`config.mk`:
```
export PLATFORM = sky130hd
export DESIGN_NAME = nl_txq
export DESIGN_NICKNAME = d
export VERILOG_FILES = /design/src/rtl/txq_pkg.sv /design/src/rtl/txq_store.sv /design/src/rtl/txq_ptrs.sv /design/src/rtl/txq_irq.sv /design/src/rtl/nl_txq.sv
export SDC_FILE = /design/constraint.sdc
export NUM_CORES = 1
export LEC_CHECK = 0
export BUFFER_PORTS_ARGS = -buffer_cell sky130_fd_sc_hd__clkbuf_2
export CORE_MARGIN = 2
export CORE_UTILIZATION = 45
export DETAILED_ROUTE_END_ITERATION = 10
export HOLD_SLACK_MARGIN = 0.15
export PLACE_DENSITY = 0.66
export RECOVER_POWER = 50
export SLEW_MARGIN = 20
export SYNTH_ARGS = -nofsm -noshare
export SYNTH_HDL_FRONTEND = slang
export SYNTH_SLANG_ARGS = --single-unit
```
`constraint.sdc`:
```
create_clock -name clk_i -period 5.9 [get_ports clk_i]
set_clock_uncertainty 0.05 [all_clocks]
set_input_delay 1.475 -clock clk_i [delete_from_list [all_inputs] [get_ports clk_i]]
set_output_delay 1.475 -clock clk_i [all_outputs]
set_load 0.02 [all_outputs]
```
`src/rtl/txq_pkg.sv`:
```
package txq_pkg;
  localparam logic [7:0] NEWLINE = 8'h0A;

  typedef enum logic {
    REL_CHAR = 1'b0,
    REL_LINE = 1'b1
  } rel_mode_e;
endpackage

```
`src/rtl/txq_store.sv`:
```
module txq_store #(
  parameter int DEPTH    = 64,
  parameter bit STORE_FF = 1'b0,
  localparam int AW      = $clog2(DEPTH)
) (
  input  logic          clk_i,
  input  logic          rst_ni,
  input  logic          we_i,
  input  logic [AW-1:0] waddr_i,
  input  logic [7:0]    wdata_i,
  input  logic [AW-1:0] raddr_i,
  output logic [7:0]    rdata_o
);
  logic [7:0] cells [DEPTH];

  if (STORE_FF) begin : g_ff
    for (genvar i = 0; i < DEPTH; i++) begin : g_cell
      logic [7:0] cell_q;
      always_ff @(posedge clk_i or negedge rst_ni) begin
        if (!rst_ni)                              cell_q <= '0;
        else if (we_i && waddr_i == AW'(i))       cell_q <= wdata_i;
      end
      assign cells[i] = cell_q;
    end
  end else begin : g_mem
    logic [7:0] mem_q [DEPTH];
    always_ff @(posedge clk_i) begin
      if (we_i) mem_q[waddr_i] <= wdata_i;
    end
    for (genvar i = 0; i < DEPTH; i++) begin : g_tap
      assign cells[i] = mem_q[i];
    end
  end

  assign rdata_o = cells[raddr_i];
endmodule

```
`src/rtl/txq_ptrs.sv`:
```
module txq_ptrs
  import txq_pkg::*;
#(
  parameter int DEPTH = 64,
  localparam int AW   = $clog2(DEPTH),
  localparam int PW   = AW + 1
) (
  input  logic          clk_i,
  input  logic          rst_ni,
  input  logic          wr_valid_i,
  input  logic [7:0]    wr_data_i,
  input  rel_mode_e     mode_i,
  input  logic          ovf_clr_i,
  input  logic          rd_ready_i,
  output logic          we_o,
  output logic [AW-1:0] waddr_o,
  output logic [AW-1:0] raddr_o,
  output logic          rd_valid_o,
  output logic [PW-1:0] cnt_o,
  output logic [PW-1:0] cnt_next_o,
  output logic          ovf_o
);
  localparam logic [PW-1:0] FULL_CNT = PW'(DEPTH);

  logic [PW-1:0] wp_q, rp_q, rel_q;
  logic [PW-1:0] wp_n, rp_n, rel_n;
  logic          full, wr_ok, rd_ok, ovf_q;

  assign cnt_o      = wp_q - rp_q;
  assign full       = (cnt_o == FULL_CNT);
  assign wr_ok      = wr_valid_i && !full;
  assign rd_valid_o = (rp_q != rel_q);
  assign rd_ok      = rd_valid_o && rd_ready_i;

  assign wp_n       = wp_q + PW'(wr_ok);
  assign rp_n       = rp_q + PW'(rd_ok);
  assign cnt_next_o = wp_n - rp_n;

  // release boundary: follows writes in char mode, jumps past newline in line mode
  always_comb begin
    rel_n = rel_q;
    if (mode_i == REL_CHAR)                   rel_n = wp_n;
    else if (wr_ok && wr_data_i == NEWLINE)   rel_n = wp_n;
  end

  always_ff @(posedge clk_i or negedge rst_ni) begin
    if (!rst_ni) begin
      wp_q  <= '0;
      rp_q  <= '0;
      rel_q <= '0;
      ovf_q <= 1'b0;
    end else begin
      wp_q  <= wp_n;
      rp_q  <= rp_n;
      rel_q <= rel_n;
      if (wr_valid_i && full) ovf_q <= 1'b1;
      else if (ovf_clr_i)     ovf_q <= 1'b0;
    end
  end

  assign we_o    = wr_ok;
  assign waddr_o = wp_q[AW-1:0];
  assign raddr_o = rp_q[AW-1:0];
  assign ovf_o   = ovf_q;

  assert_cnt_bound_R5: assert property (@(posedge clk_i) disable iff (!rst_ni)
    cnt_o <= FULL_CNT);

  assert_rel_window_R3: assert property (@(posedge clk_i) disable iff (!rst_ni)
    (rel_q - rp_q) <= (wp_q - rp_q));

  assert_drop_full_R6: assert property (@(posedge clk_i) disable iff (!rst_ni)
    (wr_valid_i && full) |=> (ovf_o && $stable(wp_q)));

  assert_line_hold_R4: assert property (@(posedge clk_i) disable iff (!rst_ni)
    (mode_i == REL_LINE && !(wr_valid_i && wr_data_i == NEWLINE)) |=> $stable(rel_q));

  assert_char_follow_R2: assert property (@(posedge clk_i) disable iff (!rst_ni)
    (mode_i == REL_CHAR) |=> (rel_q == wp_q));

  assert_idle_read_R9: assert property (@(posedge clk_i) disable iff (!rst_ni)
    !rd_valid_o |=> $stable(rp_q));
endmodule

```
`src/rtl/txq_irq.sv`:
```
module txq_irq #(
  parameter int PW = 7
) (
  input  logic          clk_i,
  input  logic          rst_ni,
  input  logic          irq_en_i,
  input  logic [PW-1:0] cnt_next_i,
  input  logic [PW-1:0] thresh_i,
  output logic          irq_o
);
  logic irq_q;

  always_ff @(posedge clk_i or negedge rst_ni) begin
    if (!rst_ni) irq_q <= 1'b0;
    else         irq_q <= irq_en_i && (cnt_next_i <= thresh_i);
  end

  assign irq_o = irq_q;

  assert_irq_gated_R7: assert property (@(posedge clk_i) disable iff (!rst_ni)
    irq_o |-> $past(irq_en_i));
endmodule

```
`src/rtl/nl_txq.sv`:
```
module nl_txq
  import txq_pkg::*;
#(
  parameter int DEPTH    = 64,
  parameter bit STORE_FF = 1'b0,
  localparam int AW      = $clog2(DEPTH),
  localparam int PW      = AW + 1
) (
  input  logic          clk_i,
  input  logic          rst_ni,
  input  logic          wr_valid_i,
  input  logic [7:0]    wr_data_i,
  input  logic          line_mode_i,
  input  logic [PW-1:0] thresh_i,
  input  logic          irq_en_i,
  input  logic          ovf_clr_i,
  input  logic          rd_ready_i,
  output logic          rd_valid_o,
  output logic [7:0]    rd_data_o,
  output logic [PW-1:0] count_o,
  output logic          ovf_o,
  output logic          irq_o
);
  logic          we;
  logic [AW-1:0] waddr, raddr;
  logic [PW-1:0] cnt_next;
  rel_mode_e     mode;

  assign mode = line_mode_i ? REL_LINE : REL_CHAR;

  txq_ptrs #(.DEPTH(DEPTH)) u_ptrs (
    .clk_i      (clk_i),
    .rst_ni     (rst_ni),
    .wr_valid_i (wr_valid_i),
    .wr_data_i  (wr_data_i),
    .mode_i     (mode),
    .ovf_clr_i  (ovf_clr_i),
    .rd_ready_i (rd_ready_i),
    .we_o       (we),
    .waddr_o    (waddr),
    .raddr_o    (raddr),
    .rd_valid_o (rd_valid_o),
    .cnt_o      (count_o),
    .cnt_next_o (cnt_next),
    .ovf_o      (ovf_o)
  );

  txq_store #(.DEPTH(DEPTH), .STORE_FF(STORE_FF)) u_store (
    .clk_i   (clk_i),
    .rst_ni  (rst_ni),
    .we_i    (we),
    .waddr_i (waddr),
    .wdata_i (wr_data_i),
    .raddr_i (raddr),
    .rdata_o (rd_data_o)
  );

  txq_irq #(.PW(PW)) u_irq (
    .clk_i      (clk_i),
    .rst_ni     (rst_ni),
    .irq_en_i   (irq_en_i),
    .cnt_next_i (cnt_next),
    .thresh_i   (thresh_i),
    .irq_o      (irq_o)
  );

  assert_valid_nonempty_R5: assert property (@(posedge clk_i) disable iff (!rst_ni)
    rd_valid_o |-> (count_o != '0));

  assert_count_step_R5: assert property (@(posedge clk_i) disable iff (!rst_ni)
    !wr_valid_i && !(rd_valid_o && rd_ready_i) |=> $stable(count_o));
endmodule

```
Word level (Yosys, flattened, before mapping)
Memories as Yosys holds them, arrays and structs flattened.
Index checks and enable logic that the tools add are counted.

storage, ports and cells
  bits in registers = 23
  memory bits (read-only) = 0
  RAM bits = 512
  latch bits = 0
  memories kept = 1
  logic and storage cells = 34
  input port bits = 22

memories
  memory               depth  bits a word  rd ports  clocked after Yosys merged registers in  wr ports  RTL line         source
  u_store.g_mem.mem_q  64     8            64        0                                        1         txq_store.sv:26  logic [7:0] mem_q [DEPTH];

operators by class
  add/sub/neg operators = 4
  div/mod/pow operators = 0
  multiplexer cells = 10
  multiply operators = 0
  equality and inequality tests = 4
  bitwise operators = 1
  $lt $le $gt $ge = 2
  reduce and logical (&&, ||, !) cells = 7
  shifts and indexed selects = 0

operators with widths
  operator                                                          number
  8-bit binary-select mux with 6-bit select                         1
  8-bit two-way mux                                                 2
  7-bit by 1-bit adder with 7-bit output                            2
  7-bit two-way mux                                                 2
  7-bit subtractor                                                  2
  8-bit by 4-bit == test with 1-bit output (second input constant)  1
  7-bit == test (second input constant)                             1
  7-bit greater-or-equal comparator (second input constant)         1
  7-bit <= comparator                                               1
  7-bit inequality test                                             1
  6-bit inverter with 7-bit output                                  1
  1-bit logical AND                                                 5
  1-bit two-way mux                                                 5
  2-bit inequality test (second input constant)                     1
  2-bit nonzero test                                                1
  1-bit logical NOT                                                 1

Longest topological paths before layout
  word-level depth = 8
  mapped depth = 28

By module
Synthesis repeated with hierarchy kept, for this count alone.

unflattened totals
  cells, all modules = 1144
  area total of the unflattened synthesis = 22082.4 sq um

modules (own cells, without submodules)
  module     instances  area each (sq um)  cells an instance
  txq_store  1          20044.2            916
  txq_ptrs   1          1834.3             202
  txq_irq    1          203.9              26

Least setup slack after synthesis
No wires, ideal clock.

  kind = flip-flop to flip-flop
  from = register u_ptrs.rp_q[1]
  to = register u_irq.irq_q, in the netlist u_irq.irq_o
  arrival = 5.314 ns
  cell stages (with the launch flop) = 29
  data required time = 5.768 ns
  clock period less this slack = 5.446 ns
  buffers on the path = 5
  slack = 0.454 ns
  cells stage by stage = dfrtp_1 > buf_2 > buf_2 > buf_2 > inv_1 > buf_1 > ha_1 > nand2b_1 > a21oi_1 > xor2_1 > or4_1 > buf_6 > nor2_8 > nor2b_1 > ha_1 > ha_1 > xor2_1 > ha_1 > o21ai_0 > nand2b_1 > a21o_1 > a21oi_1 > xnor2_1 > ha_1 > and4_1 > nand4_1 > nand2_1 > nand2_1 > a31oi_1

between the ends
  word-level cells in the longest chain between the ends = 8
  elaborated cells between the ends (all ways) = 11
  those cells by class = add/sub (4); order compare (1); eq/ne (2); reduce/logical (4)

RTL lines
  what                                    RTL line        source
  start, declared                         txq_ptrs.sv:25  logic [PW-1:0] wp_q, rp_q, rel_q;
  start signal, assigned                  txq_ptrs.sv:54  rp_q <= rp_n;
  7-bit subtractor                        txq_ptrs.sv:29  assign cnt_o = wp_q - rp_q;
  named net count_o[3]                    nl_txq.sv:20    output logic [PW-1:0] count_o,
  7-bit == test                           txq_ptrs.sv:30  assign full = (cnt_o == FULL_CNT);
  1-bit logical NOT                       txq_ptrs.sv:31  assign wr_ok = wr_valid_i && !full;
  1-bit logical AND                       txq_ptrs.sv:31
  7-bit by 1-bit adder with 7-bit output  txq_ptrs.sv:35  assign wp_n = wp_q + PW'(wr_ok);
  7-bit subtractor                        txq_ptrs.sv:37  assign cnt_next_o = wp_n - rp_n;
  7-bit <= comparator                     txq_irq.sv:15   else irq_q <= irq_en_i && (cnt_next_i <= thresh_i);
  1-bit logical AND                       txq_irq.sv:15
  end signal, assigned                    txq_irq.sv:15
  end, declared                           txq_irq.sv:11   logic irq_q;

The timed path passes the listed nets, and every way through them passes these cells.
A chain may end at the register's enable or synchronous reset.

Worst setup path after layout
  from = register u_ptrs.rp_q[1]
  to = output port rd_data_o[6]

between the ends
  word-level cells in the longest chain between the ends = 4

RTL lines
  what                                                    RTL line         source
  6-bit inverter with 7-bit output (not written as such)  txq_store.sv:35  assign rdata_o = cells[raddr_i];
  8-bit binary-select mux with 6-bit select               txq_store.sv:35
  8-bit two-way mux (not written as such) (2 in a row)    txq_store.sv:35
  end, declared                                           nl_txq.sv:19     output logic [7:0] rd_data_o,

No other way between the ends. The select of a mux whose other input is x is not followed.

==> results.tsv <==
metric	value	unit
Remaining DRCs	0	
IO buf count	39	
FP Rows	81	
area delta synth->final	12.81	%
vias in the first global route	11420	
most frequent cells in the layout	edfxtp_1 (512), mux4_2 (130), nor2_1 (87), nand2_1 (62), clkbuf_16 (53)	
vias after detailed routing	11436	
P per Cell Area	509.5	nW/um^2
Die W	225.0	um
Final setup viols	0	
Area contributors post-synth	edfxtp_1 (70%), mux4_2 (13%), dfrtp_1 (2.6%)	
kind of cell adding the most delay to the critical path	compound AO/OA/AOI/OAI gates	
Starting DRT DRC Count	1117	
Setup WS pre-CTS	0.4630	ns
Peak VDD IR	0.3855	mV
LEAKAGE	8.064	nW
synthesized cell area	21990	sq um
relative slew slack	-107.9	%
Hold Vio Cnt, Final	0	
Critical Path RT	4.38	ns
total track usage	20.45	%
Max Slew Vio Count	524	
crit-path max FO	44	
Synth top area share	69.93	%
number of synthesized flops with an enable pin	512	
GRT overflow	0	
area of the core	48550	sq um
worst-margin pin slew	3.119	ns
Synth Flop Type	edfxtp_1	
gate count of the mapped netlist	1174	
R2R setup slack	0.44	ns
maxcap violations	8	
slowest CP cell	a2111oi_0	
Hold/Removal Path Class	reg2reg	
Post-CTS Setup Bufs	0	
Root Driver	clkbuf_16	
violated checks	max-capacitance violations, max-slew violations	
first-pass GRT wire length	75.10	mm
syn avg cell area	18.73	sq um
Synth Area in Compound Gates	4.000	%
die span in y	225.0	um
Net Count, Synth	1221	
CTS tree	yes	
RSZ-0062 raised after global routing	no	
Synth Area in XOR/XNOR	1.076	%
final HPWL from detailed placement	30.74	mm
IO Pins	40	
Largest stage delay, worst path	0.72	ns
wire length per cell	26.65	um
clock slew at reported path FFs	0.06	ns
clk sinks	535	
most common cell after layout, fill and taps aside	edfxtp_1	
maximum clock frequency	176.7	MHz
initial core utilization	45.29	%
die area	50650	sq um
simple logic cell fraction of the synthesized area	5.338	%
RePlAce Congestion	0.8043	
largest family of logic cells by synthesized area	multiplexers	
multiplexer share of the synthesized area	13.60	%
synth warn	0	
sequential share of the synthesized area	72.54	%
Detail Route Antenna Nets	0	
library cells used by synthesis	62	
status	finished with violations	
Post-Synth Adder-Cell Area	1.491	%
WL final	51.02	mm
CP arrival	4.13	ns
#FFs+latches synth	535	
critical-path cell list	buf_6 > buf_4 > mux4_2 > nand2_1 > and3_1 > a2111oi_0 > a21oi_1 > o311ai_0 > clkbuf_2	
drt first pass iters	5	
initial antenna violation count	1	
Critical Path End Type	primary output	
post-DR vias/cell	5.975	
Final nets	1296	
CTS Buf Count	53	
most area-hungry cell type in the Yosys netlist	edfxtp_1	
Max clock buf depth	3	
post-layout min period	5.658	ns
share of layout cells above drive strength 1	23.26	%
fin worst setup slack	0.2420	ns
Clock Latency Late Sink	0.58	ns
Final period util	95.90	%
setup TNS	0	ns
pin count of the biggest net entering global routing	99	
kind of critical path	reg2out	
worst path bufs/invs	3	
crit start category	register	
Async S/R FF share, synth	4.299	%
H-tree depth	2	
kinds of logic after synthesis:
logic type | Yosys count
multiplexers | 136
AO/OA/AOI/OAI | 111
flip-flops | 535
XOR/XNOR | 27
adder cells (fa/ha/maj) | 25
buffers and inverters | 95
AND/OR/NAND/NOR | 245
routing by layer:
metal  vias up  track usage (%)  wire length [um]
met5         -                0                 0
met1      5959            27.75             21010
met4         0            6.900              1582
li1       4923                -                 -
met3        89            3.846              3544
met2       465            33.52             24880
power by group:
part	total (mW)	switching [mW]	leakage, nW	internal, mW
Clock	3.39	1.40	0.853	1.99
Sequential	4.50	0.112	4.88	4.38
Combinational	4.75	2.95	2.33	1.81
Total	12.6	4.46	8.06	8.18
path summary, 6_finish.rpt:
kind,from,endpoint,cells after the start
worst max-delay path,u_ptrs.rp_q[1]$_DFF_PN0_,rd_data_o[6],9
worst min-delay path,u_ptrs.ovf_o$_DFFE_PN0P_,u_ptrs.ovf_o$_DFFE_PN0P_,1
worst max register to register,u_ptrs.rp_q[0]$_DFF_PN0_,u_irq.irq_o$_DFF_PN0_,23
worst min register to register,u_ptrs.ovf_o$_DFFE_PN0P_,u_ptrs.ovf_o$_DFFE_PN0P_,1
max in group asynchronous,rst_ni,u_ptrs.rp_q[2]$_DFF_PN0_,1
min in group asynchronous,rst_ni,u_ptrs.rel_q[1]$_DFFE_PN0P_,1
metrics by stage:
stage | utilization [%] | total power [mW] | cells | cell area, sq um | hold WS [ns]
final | 51.10 | 12.64 | 1914 | 24810 | 0.4743
after global routing | 51.09 | 13.20 | 1912 | 24800 | 0.5139
after CTS | 51.11 | 12.70 | 1912 | 24810 | 0.4707
after detailed placement | 47.51 | 9.314 | 1816 | 23070 | 0.4550
after global placement | 47.51 | 9.263 | 1816 | 23070 | 0.4449
after floorplan | - | 7.788 | 1174 | 21990 | 0.4806
registers in the layout, summed over array words and instances, names as in the netlist:
name	count
u_ptrs.ovf_o	1
u_store.g_mem.mem_q	512
u_ptrs.rp_q	7
u_ptrs.wp_q	7
u_ptrs.rel_q	7
u_irq.irq_o	1
cells in the mapped netlist, types with 2 or more instances:
cell type / number
edfxtp_1: 512
mux4_2: 130
nor2_1: 87
nand2_1: 62
inv_1: 29
clkbuf_1: 26
nor4_1: 26
dfrtp_1: 23
ha_1: 23
a21oi_1: 20
buf_2: 18
o21ai_0: 18
xnor2_1: 16
and3_1: 14
a22o_1: 13
a31oi_1: 11
xor2_1: 11
buf_4: 9
nand3_1: 9
buf_1: 8
nor2b_1: 8
nor3_1: 8
a2111oi_0: 6
nand4_1: 6
o311ai_0: 6
o32a_1: 6
a221o_1: 5
a311oi_1: 5
o211ai_4: 5
and2_1: 4
mux2i_1: 4
nand2b_1: 4
nand3b_1: 3
or3_1: 3
a21o_1: 2
a2bb2oi_1: 2
a32oi_1: 2
buf_6: 2
clkinv_1: 2
fa_1: 2
mux2_2: 2
o211ai_1: 2
what timing repair did:
item	in CTS	in global routing
endpoints found under the setup margin	0	1
endpoints found under the hold margin	0	0
hold buffers	0	0
gates resized for setup	0	1
cell type report:
| cell class | instances | area [sq um] |
|---|---|---|
| repair buffers | 84 | 520.5 |
| well taps | 622 | 778.2 |
| multi-input cells | 544 | 5678 |
| fillers | 3835 | 23740 |
| flip-flops and latches | 535 | 15960 |
| clock buffers | 58 | 1345 |
| diodes | 2 | 5.005 |
| inverters | 31 | 116.4 |
| clock inverters | 38 | 400.4 |
Power figures use the tool's default switching activity.
